--- src/rtl/fwb_pkg.sv ---
`timescale 1ns/1ps
package fwb_pkg;
   // Fast cycles per slow cycle on both sides of the link.
   localparam int unsigned FWB_RATIO_DEF = 4;
   // Default control word width.
   localparam int unsigned FWB_WIDTH_DEF = 8;
   // Fast-domain register stages from the link pins to the hand-over point.
   localparam int unsigned FWB_CAPTURE_LAT = 2;
endpackage

--- src/rtl/fwb_slot_gen.sv ---
`timescale 1ns/1ps
module fwb_slot_gen #(
   parameter int unsigned RATIO = fwb_pkg::FWB_RATIO_DEF
) (
   input  logic clk,
   input  logic rst,
   output logic slot
);
   localparam int unsigned CW = (RATIO > 1) ? $clog2(RATIO) : 1;
   localparam logic [CW-1:0] LAST = CW'(RATIO - 1);
   localparam bit POW2 = ((RATIO & (RATIO - 1)) == 0);

   logic [CW-1:0] phase_q;

   if (RATIO < 2) begin : g_bad_ratio
      $error("fwb_slot_gen: RATIO must be at least 2");
   end

   if (POW2) begin : g_wrap
      always_ff @(posedge clk) begin
         if (rst) phase_q <= '0;
         else     phase_q <= phase_q + 1'b1;
      end
   end else begin : g_cmp
      always_ff @(posedge clk) begin
         if (rst)                  phase_q <= '0;
         else if (phase_q == LAST) phase_q <= '0;
         else                      phase_q <= phase_q + 1'b1;
      end
   end

   assign slot = (phase_q == LAST);
endmodule

--- src/rtl/fwb_tx.sv ---
`timescale 1ns/1ps
module fwb_tx #(
   parameter int unsigned W     = fwb_pkg::FWB_WIDTH_DEF,
   parameter int unsigned RATIO = fwb_pkg::FWB_RATIO_DEF
) (
   input  logic         clk,
   input  logic         rst,
   input  logic         send,
   input  logic [W-1:0] word,
   output logic         slot,
   output logic         stb,
   output logic [W-1:0] data
);
   logic launch;

   fwb_slot_gen #(.RATIO(RATIO)) u_div (
      .clk  (clk),
      .rst  (rst),
      .slot (slot)
   );

   assign launch = slot & send;

   always_ff @(posedge clk) begin
      if (rst) begin
         stb  <= 1'b0;
         data <= '0;
      end else begin
         stb <= launch;
         if (launch) data <= word;
      end
   end
endmodule

--- src/rtl/fwb_rx.sv ---
`timescale 1ns/1ps
module fwb_rx #(
   parameter int unsigned W     = fwb_pkg::FWB_WIDTH_DEF,
   parameter int unsigned RATIO = fwb_pkg::FWB_RATIO_DEF
) (
   input  logic         clk,
   input  logic         rst,
   input  logic         stb_in,
   input  logic [W-1:0] data_in,
   output logic         slot,
   output logic         valid,
   output logic [W-1:0] word
);
   logic         cap_stb;
   logic [W-1:0] cap_data;
   logic         pend;
   logic [W-1:0] hold;

   fwb_slot_gen #(.RATIO(RATIO)) u_div (
      .clk  (clk),
      .rst  (rst),
      .slot (slot)
   );

   // Fast-domain capture of the link.
   always_ff @(posedge clk) begin
      if (rst) begin
         cap_stb  <= 1'b0;
         cap_data <= '0;
      end else begin
         cap_stb  <= stb_in;
         cap_data <= data_in;
      end
   end

   // Hand-over: a word captured on a slot edge bypasses the hold register.
   always_ff @(posedge clk) begin
      if (rst) begin
         pend  <= 1'b0;
         hold  <= '0;
         valid <= 1'b0;
         word  <= '0;
      end else if (slot) begin
         valid <= cap_stb | pend;
         if (cap_stb)   word <= cap_data;
         else if (pend) word <= hold;
         pend <= 1'b0;
      end else if (cap_stb) begin
         hold <= cap_data;
         pend <= 1'b1;
      end
   end
endmodule

--- src/rtl/fastclk_word_bridge.sv ---
`timescale 1ns/1ps
module fastclk_word_bridge #(
   parameter int unsigned DATA_W = fwb_pkg::FWB_WIDTH_DEF,
   parameter int unsigned RATIO  = fwb_pkg::FWB_RATIO_DEF
) (
   input  logic              clk,
   input  logic              tx_rst,
   input  logic              tx_send,
   input  logic [DATA_W-1:0] tx_word,
   output logic              tx_slot,
   output logic              link_strobe_o,
   output logic [DATA_W-1:0] link_data_o,
   input  logic              rx_rst,
   input  logic              link_strobe_i,
   input  logic [DATA_W-1:0] link_data_i,
   output logic              rx_slot,
   output logic              rx_valid,
   output logic [DATA_W-1:0] rx_word
);
   if (DATA_W < 1) begin : g_bad_width
      $error("fastclk_word_bridge: DATA_W must be at least 1");
   end
   if (RATIO < fwb_pkg::FWB_CAPTURE_LAT) begin : g_bad_ratio
      $error("fastclk_word_bridge: RATIO too small for the capture latency");
   end

   fwb_tx #(.W(DATA_W), .RATIO(RATIO)) u_tx (
      .clk  (clk),
      .rst  (tx_rst),
      .send (tx_send),
      .word (tx_word),
      .slot (tx_slot),
      .stb  (link_strobe_o),
      .data (link_data_o)
   );

   fwb_rx #(.W(DATA_W), .RATIO(RATIO)) u_rx (
      .clk     (clk),
      .rst     (rx_rst),
      .stb_in  (link_strobe_i),
      .data_in (link_data_i),
      .slot    (rx_slot),
      .valid   (rx_valid),
      .word    (rx_word)
   );
endmodule

--- config.mk ---
export PLATFORM = sky130hd
export DESIGN_NAME = fastclk_word_bridge
export DESIGN_NICKNAME = d
export VERILOG_FILES = /design/src/rtl/fwb_pkg.sv /design/src/rtl/fwb_slot_gen.sv /design/src/rtl/fwb_tx.sv /design/src/rtl/fwb_rx.sv /design/src/rtl/fastclk_word_bridge.sv
export SDC_FILE = /design/constraint.sdc
export NUM_CORES = 1
export LEC_CHECK = 0
export CAP_MARGIN = 25
export CELL_PAD_IN_SITES_DETAIL_PLACEMENT = 0
export CELL_PAD_IN_SITES_GLOBAL_PLACEMENT = 1
export CORE_MARGIN = 4
export CORE_UTILIZATION = 31
export CTS_CLUSTER_SIZE = 24
export DETAILED_ROUTE_END_ITERATION = 10
export PLACE_DENSITY = 0.85
export SYNTH_ARGS = -nofsm -noshare
export SYNTH_HDL_FRONTEND = slang
export SYNTH_SLANG_ARGS = --single-unit
--- constraint.sdc ---
create_clock -name clk -period 1.1 [get_ports clk]
set_input_delay 0.22 -clock clk [delete_from_list [all_inputs] [get_ports clk]]
set_output_delay 0.22 -clock clk [all_outputs]
set_load 0.005 [all_outputs]
### Word level (Yosys, flattened, before mapping)

Index checks and enable logic that the tools add are counted.

| operators by class | value |
|---|---|
| muxes and demuxes | 2 |
| bitwise gates (word level) | 3 |
| add/subtract/negate cells | 2 |
| equality and inequality tests | 2 |
| reduce and logical (&&, ||, !) cells | 4 |

Operators with widths:

| operator | count |
|---|---|
| $mux W8 | 2 |
| $add A2 B1 Y2 const B | 2 |
| $eq A2 B2 Y1 const B | 2 |
| $reduce_and A2 Y1 | 2 |
| $reduce_bool A2 Y1 | 1 |
| $reduce_or A2 Y1 | 1 |
| $and A1 B1 Y1 | 1 |
| $not A1 Y1 | 1 |
| $or A1 B1 Y1 | 1 |

| word-level totals | value |
|---|---|
| word-level logic and storage cells | 23 |
| input bits | 21 |
| bits in registers | 40 |

### Logic depth before layout (Yosys ltp)

| logic depth | value |
|---|---|
| word-level depth | 3 |
| depth in mapped cells | 5 |

### By module

A second synthesis with hierarchy kept.

| second synthesis, totals | value |
|---|---|
| cells, all modules | 138 |
| area, all modules | 1487.7 um^2 |

Modules (own cells, without submodules):

| module | sequential area each (um^2) | times used | area an instance (um^2) | cells each |
|---|---|---|---|---|
| fwb_rx | 540.5 | 1 | 965.9 | 88 |
| fwb_tx | 180.2 | 1 | 396.6 | 40 |
| fwb_slot_gen | 40.0 | 2 | 62.6 | 5 |

### Worst setup path before layout

Ideal clock, no wire load.

| timing | value |
|---|---|
| kind | reg2reg |
| start point | register u_rx.u_div.phase_q[0] |
| end point | register u_rx.hold[0] |
| arrival | 1.084 ns |
| setup slack | -0.102 ns |
| setup time | 0.117 ns |
| cell stages (with the launch flop) | 6 |
| buffers on the path | 1 |
| period minus slack after synthesis | 1.202 ns |
| cell sequence | dfxtp_1 ha_1 and2b_1 buf_6 mux2i_1 nor2_1 |

| on the way | value |
|---|---|
| cells in the longest elaborated chain, start to end | 3 |

RTL lines:

| item | RTL line | text |
|---|---|---|
| from (decl) | fwb_slot_gen.sv:13 | `logic [CW-1:0] phase_q;` |
| from (signal assigned) | fwb_slot_gen.sv:22 | `else phase_q <= phase_q + 1'b1;` |
| $eq A2 B2 Y1 | fwb_slot_gen.sv:32 | `assign slot = (phase_q == LAST);` |
| via rx_slot | fastclk_word_bridge.sv:16 | `output logic rx_slot,` |
| $not A1 Y1 (no source line) | - |  |
| $reduce_and A2 Y1 (no source line) | - |  |
| to (signal assigned) | fwb_rx.sv:49 | `hold <= cap_data;` |
| to (decl) | fwb_rx.sv:17 | `logic [W-1:0] hold;` |

The timed path passes the listed nets, and every way through them passes these cells.
A chain may end at the register's enable or synchronous reset.

### Worst setup path after layout

| timing | value |
|---|---|
| start point | register u_rx.u_div.phase_q[1] |
| end point | register u_rx.hold[6] |

| on the way | value |
|---|---|
| cells in the longest elaborated chain, start to end | 3 |

RTL lines:

| item | RTL line |
|---|---|
| $eq A2 B2 Y1 | fwb_slot_gen.sv:32 |
| $not A1 Y1 (no source line) | - |
| $reduce_and A2 Y1 (no source line) | - |

No other way between the ends.

==> flow_metrics.env <==
export IMPL_status="finished with violations"
export IMPL_violations="negative setup slack"
export IMPL_ys_flop_type="dfxtp_1"
export IMPL_grt_pass1_vias=1145
export IMPL_rsz0062_at_grt="yes"
export IMPL_hold_start="u_tx.u_div.phase_q[0]"
export IMPL_final_util=0.477
export IMPL_yosysTopAreaCellShare=0.570
export IMPL_drv_cap=0
export IMPL_worstSetupStartpoint="u_rx.u_div.phase_q[1]"
export IMPL_ant_nets=0
export IMPL_fin_cells=237
export IMPL_antenna_cells=0
export IMPL_r2r_start="u_rx.u_div.phase_q[1]"
export IMPL_path_max_fanout=8
export IMPL_layout_drive_gt1_share=0.243
export IMPL_synth_avg_cell_area_um2=10.3
export IMPL_synth_top_cells_by_area="dfxtp_1, mux2i_1, nor2_1"
export IMPL_ios=41
export IMPL_ys_warn_count=0
export IMPL_die_h_um=75.3
export IMPL_avgViaCountPerCell=4.67
export IMPL_fillers=410
export IMPL_synth_top_cells_by_count="dfxtp_1, nor2_1, mux2i_1"
export IMPL_ys_seq_area_frac=0.570
export IMPL_vias=1107
export IMPL_numCtsBuffers=5
export IMPL_postLayoutSetupSlackWorst_ns=-0.126
export IMPL_place_gp_congestion=0.669
export IMPL_finalHoldViolations=0
export IMPL_min_period_over_period=1.11
export IMPL_yosysMostFrequentCell="dfxtp_1"
export IMPL_startpoint_type="flop"
export IMPL_drt_iter0_markers=62
export IMPL_cts_path_max_buffers=2
export IMPL_cp_required_ns=1.28
export IMPL_setup_viol=9
export IMPL_holdWs_ns=0.430
export IMPL_wl_per_cell_um=12.0
export IMPL_area_growth_pct=48.8
export IMPL_drc=0
export IMPL_synthesis_area_um2=1410
export IMPL_io_buffers=40
export IMPL_syn_nets=161
export IMPL_coreArea_um2=4380
export IMPL_slew_violations=0
export IMPL_max_vdd_ir_drop_mv=0.534
export IMPL_globalRouteOverflowTotal=0
export IMPL_path_class="reg -> reg"
export IMPL_multi_input_area_um2=642
export IMPL_end_kind="flop"
export IMPL_total_power_uw=2890
export IMPL_ys_types=16
export IMPL_nets=209
export IMPL_clock_sinks=40
export IMPL_grt_start_max_net_pins=30
export IMPL_synth_top_area_cell="dfxtp_1"
export IMPL_async_flop_share=0
export IMPL_slew_headroom=0.878
export IMPL_seq_area_um2=813
export IMPL_die_area_um2=5670
export IMPL_ctsHoldBuffers=0
export IMPL_wirelength_mm=2.84
export IMPL_htree_levels=2
export IMPL_synth_cells=137
export IMPL_synth_edff_count=0
export IMPL_root_buffer="clkbuf_8"
export IMPL_cts_clk_slew_worst_paths_ns=0.07
export IMPL_antenna_found_initial=0
export IMPL_fin_skew_ns=0.00357
export IMPL_cp_arrival_ns=1.41
export IMPL_power_density_nw_per_um2=1380
export IMPL_fmax_mhz=816
export IMPL_grt_first_pass_wirelength_mm=4.89
export IMPL_hold_path_class="reg -> reg"
export IMPL_start_util=0.320
export IMPL_drtPass1Iterations=4
export IMPL_clk_latency_ns=0.29
export IMPL_ys_ff_latch=40
export IMPL_num_rows=24
export IMPL_die_w_um=75.3
export IMPL_fin_crit_ns=1.23
export IMPL_place_inst=229
export IMPL_dp_hpwl_mm=1.91
export IMPL_worst_slew_pin_slew_ns=0.177
export IMPL_grt_usage=0.114
export IMPL_leakage_uw=0.000790
export IMPL_cts_tree="done"
[registers in the layout, indices dropped and copies added, names as in the netlist]
signal              flops
u_rx.cap_data           8
u_rx.cap_stb            1
u_rx.hold               8
u_rx.pend               1
u_rx.u_div.phase_q      2
u_rx.valid              1
u_rx.word               8
u_tx.data               8
u_tx.stb                1
u_tx.u_div.phase_q      2
[timing repair]
| item | 4_1_cts | 5_1_grt |
|---|---|---|
| gates resized for setup | 43 | 29 |
| setup buffers | 1 | 0 |
| setup endpoints to repair | 45 | 41 |
| cloned | 1 | 0 |
| pin swaps | 11 | 1 |
[power breakdown]
group	switching (µW)	leakage, µW	total (µW)	internal, µW
Combinational	122	0.000409	315	193
Clock	463	0.0000503	1020	558
Sequential	43.0	0.000331	1560	1510
Total	628	0.000790	2890	2260
[path summary, 6_finish.rpt]
check                          end  slack [ns]  depth (start not counted)
max                   u_rx.hold[6]       -0.13                          5
min          u_tx.u_div.phase_q[0]        0.43                          1
min reg2reg  u_tx.u_div.phase_q[0]        0.43                          1
max reg2reg           u_rx.hold[6]       -0.13                          5
[cells in the final DEF, fill, tap and decap left out]
| cell type | instances |
|---|---|
| nor2_1 | 20 |
| mux2i_1 | 16 |
| clkdlybuf4s50_1 | 20 |
| nor2_2 | 1 |
| a21oi_1 | 8 |
| a211oi_1 | 6 |
| clkdlybuf4s15_1 | 11 |
| nor2b_1 | 11 |
| dfxtp_1 | 30 |
| o21a_4 | 2 |
| ha_4 | 3 |
| nand2_1 | 8 |
| clkbuf_8 | 7 |
| buf_6 | 2 |
| dlygate4sd2_1 | 1 |
| clkbuf_2 | 7 |
| buf_12 | 3 |
| nand2_8 | 1 |
| and2b_2 | 1 |
| dfxtp_2 | 10 |
| a211oi_2 | 3 |
| nand3_1 | 8 |
| buf_4 | 5 |
| nor3_1 | 1 |
[area by class of cell]
| class | instances | share of cell area |
|---|---|---|
| sequential | 40 | 0.389 |
| tap | 52 | 0.0311 |
| multi-input combinational | 89 | 0.307 |
| clock buffer | 7 | 0.0461 |
| timing repair buffer | 49 | 0.227 |
[through the flow]
| step | instance area (µm²) | worst slack (ns) | setup TNS [ns] |
|---|---|---|---|
| 6_report | 2090 | -0.126 | -0.902 |
| 4_1_cts | 2070 | -0.142 | -1.24 |
| 5_1_grt | 2090 | -0.212 | -1.98 |
| 3_3_place_gp | 1950 | -0.108 | -1.90 |
| 3_5_place_dp | 1950 | -0.143 | -2.35 |
| 2_1_floorplan | 1420 | -0.0415 | -0.358 |
[metal layers]
metal / wire [µm] / vias to the layer above / global-route usage / part of all wire
met5: 0 / - / 0 / 0
met4: 104 / 0 / 0.0738 / 0.037
met3: 398 / 12 / 0.0739 / 0.14
met2: 1130 / 47 / 0.162 / 0.40
met1: 1210 / 489 / 0.126 / 0.42
li1: - / 559 / - / -
[critical path, stage by stage (launching register included)]
cell	delay, ns
dfxtp_2	0.35
ha_4	0.17
and2b_2	0.23
buf_12	0.13
mux2i_1	0.19
nor2_1	0.05
[cells by family (layout without fill, tap and decap cells)]
| kind of cell | count (synthesis) | in the layout | synth area share |
|---|---|---|---|
| buffers and inverters | 9 | 56 | 0.0401 |
| flip-flops | 40 | 40 | 0.570 |
| AO/OA/AOI/OAI | 18 | 19 | 0.0828 |
| AND/OR/NAND/NOR | 51 | 51 | 0.167 |
| multiplexers | 16 | 16 | 0.114 |
| adder cells (fa/ha/maj) | 3 | 3 | 0.0267 |
(Power assumes the default switching activity.)
